===== src/rtl/sw_tlb.sv =====
module sw_tlb #(
  parameter int N      = 8,
  parameter int VPN_W  = 20,
  parameter int PFN_W  = 20,
  parameter int ASID_W = 6,
  parameter int IDX_W  = $clog2(N)
) (
  input  logic              clk,
  input  logic              rst_n,
  input  logic              lk_req,
  input  logic [VPN_W-1:0]  lk_vpn,
  input  logic [ASID_W-1:0] lk_asid,
  input  logic              lk_store,
  output logic              res_valid,
  output logic              res_hit,
  output logic              res_refill,
  output logic              res_invalid,
  output logic              res_modify,
  output logic              res_multi,
  output logic [PFN_W-1:0]  res_pfn,
  output logic              res_ncache,
  input  logic              wr_en,
  input  logic              wr_random,
  input  logic [VPN_W-1:0]  wr_vpn,
  input  logic [ASID_W-1:0] wr_asid,
  input  logic              wr_global,
  input  logic [PFN_W-1:0]  wr_pfn,
  input  logic              wr_valid,
  input  logic              wr_dirty,
  input  logic              wr_ncache,
  input  logic              idx_we,
  input  logic [IDX_W-1:0]  idx_in,
  input  logic              probe_req,
  input  logic [VPN_W-1:0]  pr_vpn,
  input  logic [ASID_W-1:0] pr_asid,
  input  logic              wired_we,
  input  logic [IDX_W-1:0]  wired_in,
  output logic [IDX_W-1:0]  index_o,
  output logic              probe_nf_o,
  output logic [IDX_W-1:0]  rand_o
);
  localparam logic [IDX_W-1:0] TOP = IDX_W'(N - 1);

  logic [VPN_W-1:0]  e_vpn  [N];
  logic [ASID_W-1:0] e_asid [N];
  logic [PFN_W-1:0]  e_pfn  [N];
  logic [N-1:0]      e_g, e_v, e_d, e_nc;

  logic [N-1:0]     lk_m, pr_m;
  logic [IDX_W-1:0] lk_sel, pr_sel, wr_slot;
  logic [IDX_W-1:0] idx_q, rand_q, wired_q;
  logic             nf_q;

  function automatic logic [IDX_W-1:0] first_of(input logic [N-1:0] m);
    first_of = '0;
    for (int i = N - 1; i >= 0; i--)
      if (m[i]) first_of = IDX_W'(i);
  endfunction

  always_comb begin
    for (int i = 0; i < N; i++) begin
      lk_m[i] = (e_vpn[i] == lk_vpn) && (e_g[i] || e_asid[i] == lk_asid);
      pr_m[i] = (e_vpn[i] == pr_vpn) && (e_g[i] || e_asid[i] == pr_asid);
    end
  end

  assign lk_sel  = first_of(lk_m);
  assign pr_sel  = first_of(pr_m);
  assign wr_slot = wr_random ? rand_q : idx_q;

  always_ff @(posedge clk) begin
    if (!rst_n) begin
      for (int i = 0; i < N; i++) begin
        e_vpn[i]  <= '0;
        e_asid[i] <= '0;
        e_pfn[i]  <= '0;
      end
      e_g <= '0; e_v <= '0; e_d <= '0; e_nc <= '0;
    end else if (wr_en) begin
      e_vpn[wr_slot]  <= wr_vpn;
      e_asid[wr_slot] <= wr_asid;
      e_pfn[wr_slot]  <= wr_pfn;
      e_g[wr_slot]    <= wr_global;
      e_v[wr_slot]    <= wr_valid;
      e_d[wr_slot]    <= wr_dirty;
      e_nc[wr_slot]   <= wr_ncache;
    end
  end

  always_ff @(posedge clk) begin
    if (!rst_n) begin
      rand_q  <= TOP;
      wired_q <= '0;
    end else if (wired_we) begin
      rand_q  <= TOP;
      wired_q <= wired_in;
    end else begin
      rand_q <= (rand_q <= wired_q) ? TOP : rand_q - 1'b1;
    end
  end

  always_ff @(posedge clk) begin
    if (!rst_n) begin
      idx_q <= '0;
      nf_q  <= 1'b0;
    end else if (idx_we) begin
      idx_q <= idx_in;
    end else if (probe_req) begin
      nf_q <= ~|pr_m;
      if (|pr_m) idx_q <= pr_sel;
    end
  end

  always_ff @(posedge clk) begin
    if (!rst_n) begin
      res_valid   <= 1'b0;
      res_hit     <= 1'b0;
      res_refill  <= 1'b0;
      res_invalid <= 1'b0;
      res_modify  <= 1'b0;
      res_multi   <= 1'b0;
      res_pfn     <= '0;
      res_ncache  <= 1'b0;
    end else begin
      res_valid <= lk_req;
      if (lk_req) begin
        res_refill  <= ~|lk_m;
        res_invalid <= |lk_m && !e_v[lk_sel];
        res_modify  <= |lk_m && e_v[lk_sel] && lk_store && !e_d[lk_sel];
        res_hit     <= |lk_m && e_v[lk_sel] && !(lk_store && !e_d[lk_sel]);
        res_multi   <= (lk_m & (lk_m - 1'b1)) != '0;
        res_pfn     <= |lk_m ? e_pfn[lk_sel] : '0;
        res_ncache  <= |lk_m && e_nc[lk_sel];
      end
    end
  end

  assign index_o    = idx_q;
  assign probe_nf_o = nf_q;
  assign rand_o     = rand_q;

  p_resp_next_r1: assert property (@(posedge clk) disable iff (!rst_n)
    lk_req |=> res_valid);

  p_one_outcome_r4: assert property (@(posedge clk) disable iff (!rst_n)
    res_valid |-> $onehot({res_hit, res_refill, res_invalid, res_modify}));

  p_multi_not_miss_r9: assert property (@(posedge clk) disable iff (!rst_n)
    res_valid && res_multi |-> !res_refill);

  p_rand_floor_r8: assert property (@(posedge clk) disable iff (!rst_n)
    rand_q >= wired_q || rand_q == TOP);

  p_rand_step_r8: assert property (@(posedge clk) disable iff (!rst_n)
    !wired_we && rand_q > wired_q |=> rand_q == $past(rand_q) - 1'b1);

  p_probe_miss_r10: assert property (@(posedge clk) disable iff (!rst_n)
    probe_req && !idx_we && pr_m == '0 |=> nf_q && $stable(idx_q));
endmodule


===== config.mk =====
export PLATFORM = sky130hd
export DESIGN_NAME = sw_tlb
export DESIGN_NICKNAME = d
export VERILOG_FILES = /design/src/rtl/sw_tlb.sv
export SDC_FILE = /design/constraint.sdc
export NUM_CORES = 1
export LEC_CHECK = 0
export BUFFER_PORTS_ARGS = -buffer_cell sky130_fd_sc_hd__buf_4
export CORE_MARGIN = 2
export CORE_UTILIZATION = 60
export DETAILED_ROUTE_END_ITERATION = 8
export PLACE_DENSITY_LB_ADDON = 0.15
export SETUP_SLACK_MARGIN = 0.2
export SLEW_MARGIN = 20
export SYNTH_ARGS = -nofsm -noshare
export SYNTH_HDL_FRONTEND = slang
export SYNTH_SLANG_ARGS = --single-unit

===== constraint.sdc =====
create_clock -name clk -period 9.8 [get_ports clk]
set_input_delay 1.96 -clock clk [delete_from_list [all_inputs] [get_ports clk]]
set_output_delay 1.96 -clock clk [all_outputs]
set_load 0.005 [all_outputs]

Yosys cells after proc, flatten, opt, wreduce, memory -nomap -nowiden

Memory sizes are Yosys's and may differ from the RTL's.
Cells that the tools add are included.

Flip-flop bits (word level): 69
Bits in latches: 0
RAM bits: 368
Memory bits (read-only): 0
Bits of input ports: 117
Output and inout bits: 34
Word-level logic and storage cells: 162
Memories kept: 3

Memories:

| name   | depth | width | rd ports | clocked after Yosys merged registers in | wr ports | line | source |
|---|---|---|---|---|---|---|---|
| e_pfn  | 8     | 20    | 1        | 0                                       | 8        | 46   | `logic [PFN_W-1:0] e_pfn [N];` |
| e_vpn  | 8     | 20    | 8        | 0                                       | 8        | 44   | `logic [VPN_W-1:0] e_vpn [N];` |
| e_asid | 8     | 6     | 8        | 0                                       | 8        | 45   | `logic [ASID_W-1:0] e_asid [N];` |

Add/sub/neg operators: 2
Multiply operators: 0
Divide/modulo/power cells: 0
Order comparisons: 4
Eq/ne operators: 32
Shift-type cells: 0
Multiplexer cells: 46
Bitwise logic cells: 3
Reduce and logical (&&, ||, !) cells: 56

Operators with widths:

| operator                                                   | number |
|---|---|
| equality test 20 bit                                       | 16 |
| equality test 6 bit                                        | 16 |
| two-way mux 3 bit                                          | 23 |
| two-way mux 20 bit                                         | 3 |
| OR reduction 20 bit                                        | 2 |
| bitwise mux 8 bit                                          | 4 |
| logical AND 1 bit                                          | 24 |
| logical OR 1 bit                                           | 16 |
| OR reduction 8 bit                                         | 2 |
| two-way mux 1 bit                                          | 11 |
| binary-select mux 1 bit (select 3 bit)                     | 3 |
| AND 8 bit                                                  | 1 |
| less-than comparator 3 x 4 -> 1 bit, second input constant | 2 |
| nonzero test 8 bit                                         | 1 |
| subtractor 8 x 1 -> 8 bit, second input constant           | 1 |
| two-way mux 6 bit                                          | 1 |
| OR reduction 6 bit                                         | 1 |
| zero test 1 bit                                            | 5 |
| AND reduction 2 bit                                        | 2 |
| nonzero test 2 bit                                         | 2 |
| demux 1 bit (select 3 bit)                                 | 1 |
| >= comparator 3 x 1 -> 1 bit, second input constant        | 1 |
| less-or-equal comparator 3 bit                             | 1 |
| OR reduction 3 bit                                         | 1 |
| other kinds (2)                                            | 3 |

Longest topological paths before layout

Depth in word-level cells: 17
Mapped depth: 12
Gate-level depth less buffers: 10

Least setup slack after synthesis

Ideal clock, no wire load.

Kind: in2reg
Start point: input lk_vpn[3]
End point: register res_pfn[2]
Setup time: 0.116 ns
Arrival: 4.609 ns
Required time: 9.684 ns
Path slack: 5.075 ns
Stages: 11
Path buffers: 2
Cells stage by stage: clkbuf_1 xnor2_1 nand4_1 or4_1 o211a_1 o21ai_4 buf_4 mux2_2 a221oi_1 o221ai_1 o211a_1

Word-level cells in the longest chain between the ends: 12
Elaborated cells between the ends (all ways): 27
Those cells by class: eq/ne (8); mux (9); reduce/logical (9); memory (1)

RTL lines:

| item                           | line | source |
|---|---|---|
| start, declared                | 11   | `input logic [VPN_W-1:0] lk_vpn,` |
| equality test 20 bit           | 62   | `lk_m[i] = (e_vpn[i] == lk_vpn) && (e_g[i] \|\| e_asid[i] == lk_asid);` |
| logical AND 1 bit              | 62   |  |
| two-way mux 3 bit (8 in a row) | 57   | `if (m[i]) first_of = IDX_W'(i);` |
| memory read (8 x 20 bit)       | --   |  |
| two-way mux 20 bit *           | 132  | `res_pfn <= \|lk_m ? e_pfn[lk_sel] : '0;` |
| end signal, assigned           | 132  |  |
| end, declared                  | 20   | `output logic [PFN_W-1:0] res_pfn,` |

Mark *: on every way between the ends. The rest lies on a longest branch, timed or not.
A chain may end at the register's enable or synchronous reset.

Worst setup path after layout

Start point: input lk_vpn[15]
End point: register res_modify

Word-level cells in the longest chain between the ends: 15
Elaborated cells between the ends (all ways): 33
Those cells by class: eq/ne (8); mux (12); reduce/logical (13)

RTL lines:

| item                                    | line | source |
|---|---|---|
| equality test 20 bit                    | 62   |  |
| logical AND 1 bit                       | 62   |  |
| two-way mux 3 bit (8 in a row)          | 57   |  |
| binary-select mux 1 bit (select 3 bit)  | 129  | `res_modify <= \|lk_m && e_v[lk_sel] && lk_store && !e_d[lk_sel];` |
| two-way mux 1 bit (not written as such) | 129  |  |
| logical AND 1 bit (2 in a row)          | 129  |  |
| logical AND 1 bit *                     | 129  |  |
| end signal, assigned                    | 129  |  |
| end, declared                           | 18   | `output logic res_modify,` |

Mark *: on every way between the ends. The rest lies on a longest branch, timed or not. The select of a mux whose other input is x is not followed.

==> reports/results.tsv <==
metric	value	unit
Hold Crit Class	reg -> reg	
I/O pin cnt	151	
via count	15200	
Seq/Total Area, Yosys	55.4	%
routability cong.	0.995	
Initial Util	61.1	%
Reg clk slew, reported paths	0.06	ns
Tot GR Track Use	36.2	%
DRC Markers	0	
post-CTS resize count	0	
PnR worst setup slack	3.60	ns
reg-to-reg slack, setup	4.67	ns
hold wc startpoint	rand_o[0]	
RR Endpoint	res_modify	
status	finished clean	
Commonest cells post-synth	and2_1 (372), edfxtp_1 (368), xor2_1 (232)	
Setup CP Type	in -> reg	
hpwl dp	47300	um
Worst Path Required	10.30	ns
DRT Pass-1 Iters	6	
most common cell in the synthesized netlist	and2_1	
maximum VDD drop	0.000170	V
H-Tree Depth	2	
row count	70	
Max Transition Viols Final	0	
WL/cell	28.3	um
critical path fanouts, max	55	
DRT iter0 DRCs	1734	
DP Cell Count	2370	
final WL	69500	um
Leakage	10.0	nW
Hold Crit Depth	1	
Yosys top cell area share	49.3	%
measured slew at the worst slew-check pin	1.16	ns
setup TNS	0	ns
first-pass GRT wire length	100000	um
number of max-cap violations	0	
port bufs	150	
dominant synthesized flop cell	edfxtp_1	
Layout Cells excl Fill	2456	
grt total ovfl	0	
total die area	0.0389	mm^2
Clk Latency, worst-skew pair	0.60	ns
Syn Inst Count	1852	
Arr. time, crit path	6.70	ns
synthesis-to-finish area growth	12.9	%
CTS buffer count	46	
Post-Syn Nets	1973	
vias in the first global route	14900	
Worst slew margin	22.1	%
Die Span X	197	um
post-CTS setup buffers	0	
layout cells sized above 1	13.8	%
PwrDens	170	mW/mm^2
initial antenna violation count	0	
Max Clk Rate	161	MHz
RSZ-0062 raised after global routing	no	
Sink Count	437	
Post-synth EDFFs	368	
synthesis-stage register bit count	437	
Final Hold Viols	0	
Worst Setup End Kind	register	
mapped cell area	0.0224	mm^2
final worst path period need	6.20	ns
Synth async-reset ratio	0	%
Final setup viols	0	
Routed Antenna Nets	0	
FF-to-FF path depth	10	
Final Skew	0.0266	ns
CTS Root Cell	clkbuf_16	
library cells used by synthesis	57	
Post-CTS Hold Fix Bufs	0	
maximum number of buffers from clock root to sink	3	
period utilization	63.2	%
nets	2071	
Die Span Y	197	um
instance area at placement	0.0239	mm^2
hold endpoint	rand_o[0]	
Warnings, synthesis	0	
Final Cell Area	0.0253	mm^2
R2R Path Start	e_vpn[3][15]	
largest cells by area after synthesis	edfxtp_1 (49%), and2_1 (10%), xor2_1 (9.1%)	
worst slack, placed	3.01	ns
Avg Cell Area, Syn	12.1	um^2
Yosys top cell by area	edfxtp_1	
CTS tree	built	
Via density	6.20	
largest net degree at the start of global routing	56	
startpoint types	input pin	
Core Box Area	0.0367	mm^2
==> per-layer routing <==
layer / global-route usage [%] / share of wire (%)
met5: 0 / 0
met4: 10.4 / 2.8
met3: 6.74 / 9.4
met2: 57.3 / 46
met1: 51.4 / 41
==> through the flow <==
| step | power, mW | util [%] | hold WS, ns |
|---|---|---|---|
| after floorplan | 2.44 | - | 0.407 |
| after global placement | 2.63 | 65.0 | 0.422 |
| after detailed placement | 2.64 | 65.0 | 0.429 |
| after CTS | 4.30 | 69.0 | 0.443 |
| after global routing | 4.41 | 69.0 | 0.462 |
| final | 4.30 | 69.0 | 0.448 |
==> registers in the layout, indices dropped and copies added (netlist names), 3 cells and up <==
| register | cells |
|---|---|
| e_v | 8 |
| rand_o | 3 |
| e_vpn | 160 |
| e_asid | 48 |
| e_pfn | 160 |
| e_g | 8 |
| wired_q | 3 |
| res_pfn | 20 |
| index_o | 3 |
| e_nc | 8 |
| e_d | 8 |
==> critical path: stages <==
cell     delay (ns)
buf_4          0.17
xor2_1         0.15
nor4_1         0.76
nand2_1        0.16
nor3_1         0.42
o21ai_0        0.27
o21ai_4        0.85
nand2_4        0.79
mux2_1         0.59
a211o_1        0.33
o31ai_2        0.22
==> kinds of logic after synthesis <==
| group | share of synthesized area [%] |
|---|---|
| and+or+nand+nor | 16.2 |
| buffers and inverters | 2.55 |
| DFF | 55.4 |
| muxes | 3.73 |
| xor gates and xnor gates | 16.3 |
| AOI/OAI and AO/OA | 5.52 |
| adders and majority gates | 0.268 |
==> area by class of cell <==
class | instances | area [um^2]
sequential | 437 | 12400
clock inverter | 15 | 131
timing repair buffer | 172 | 1290
tap | 468 | 586
antenna | 1 | 2.50
multi-input combinational | 1275 | 9490
inverter | 18 | 67.6
fill | 2629 | 11400
clock buffer | 70 | 1320
==> report_power, final <==
group          internal (mW)  switching, mW
Sequential              2.11         0.0603
Combinational          0.162          0.282
Clock                  0.959          0.733
==> worst max path at each step <==
stage | from | endpoint | slack, ns
2_1_floorplan | lk_vpn[3] | res_pfn[2] | 5.07
3_3_place_gp | lk_vpn[15] | res_hit | 3.05
3_5_place_dp | lk_vpn[15] | res_modify | 3.01
4_1_cts | lk_vpn[15] | res_modify | 3.58
5_1_grt | lk_vpn[15] | res_modify | 3.33
6_report | lk_vpn[15] | res_modify | 3.60
==> placed cells by master, fill, tap and decap left out, types with 6 or more instances in the layout <==
cell,n
buf_4,172
mux2i_1,69
nor2_1,36
dfxtp_1,69
mux2_2,12
xor2_1,232
clkbuf_1,17
nand3_1,22
and2_1,372
o221ai_1,10
edfxtp_1,368
xnor2_1,185
nor4_1,65
nand2b_1,6
a22o_1,44
nor3_1,9
a31oi_1,14
a21oi_1,12
nand2_1,42
a22oi_1,12
a221oi_1,22
o211a_1,12
inv_1,9
inv_2,8
nor2_4,8
nand4_1,41
clkbuf_16,47
Note: power is estimated with default switching activity, not from simulation.
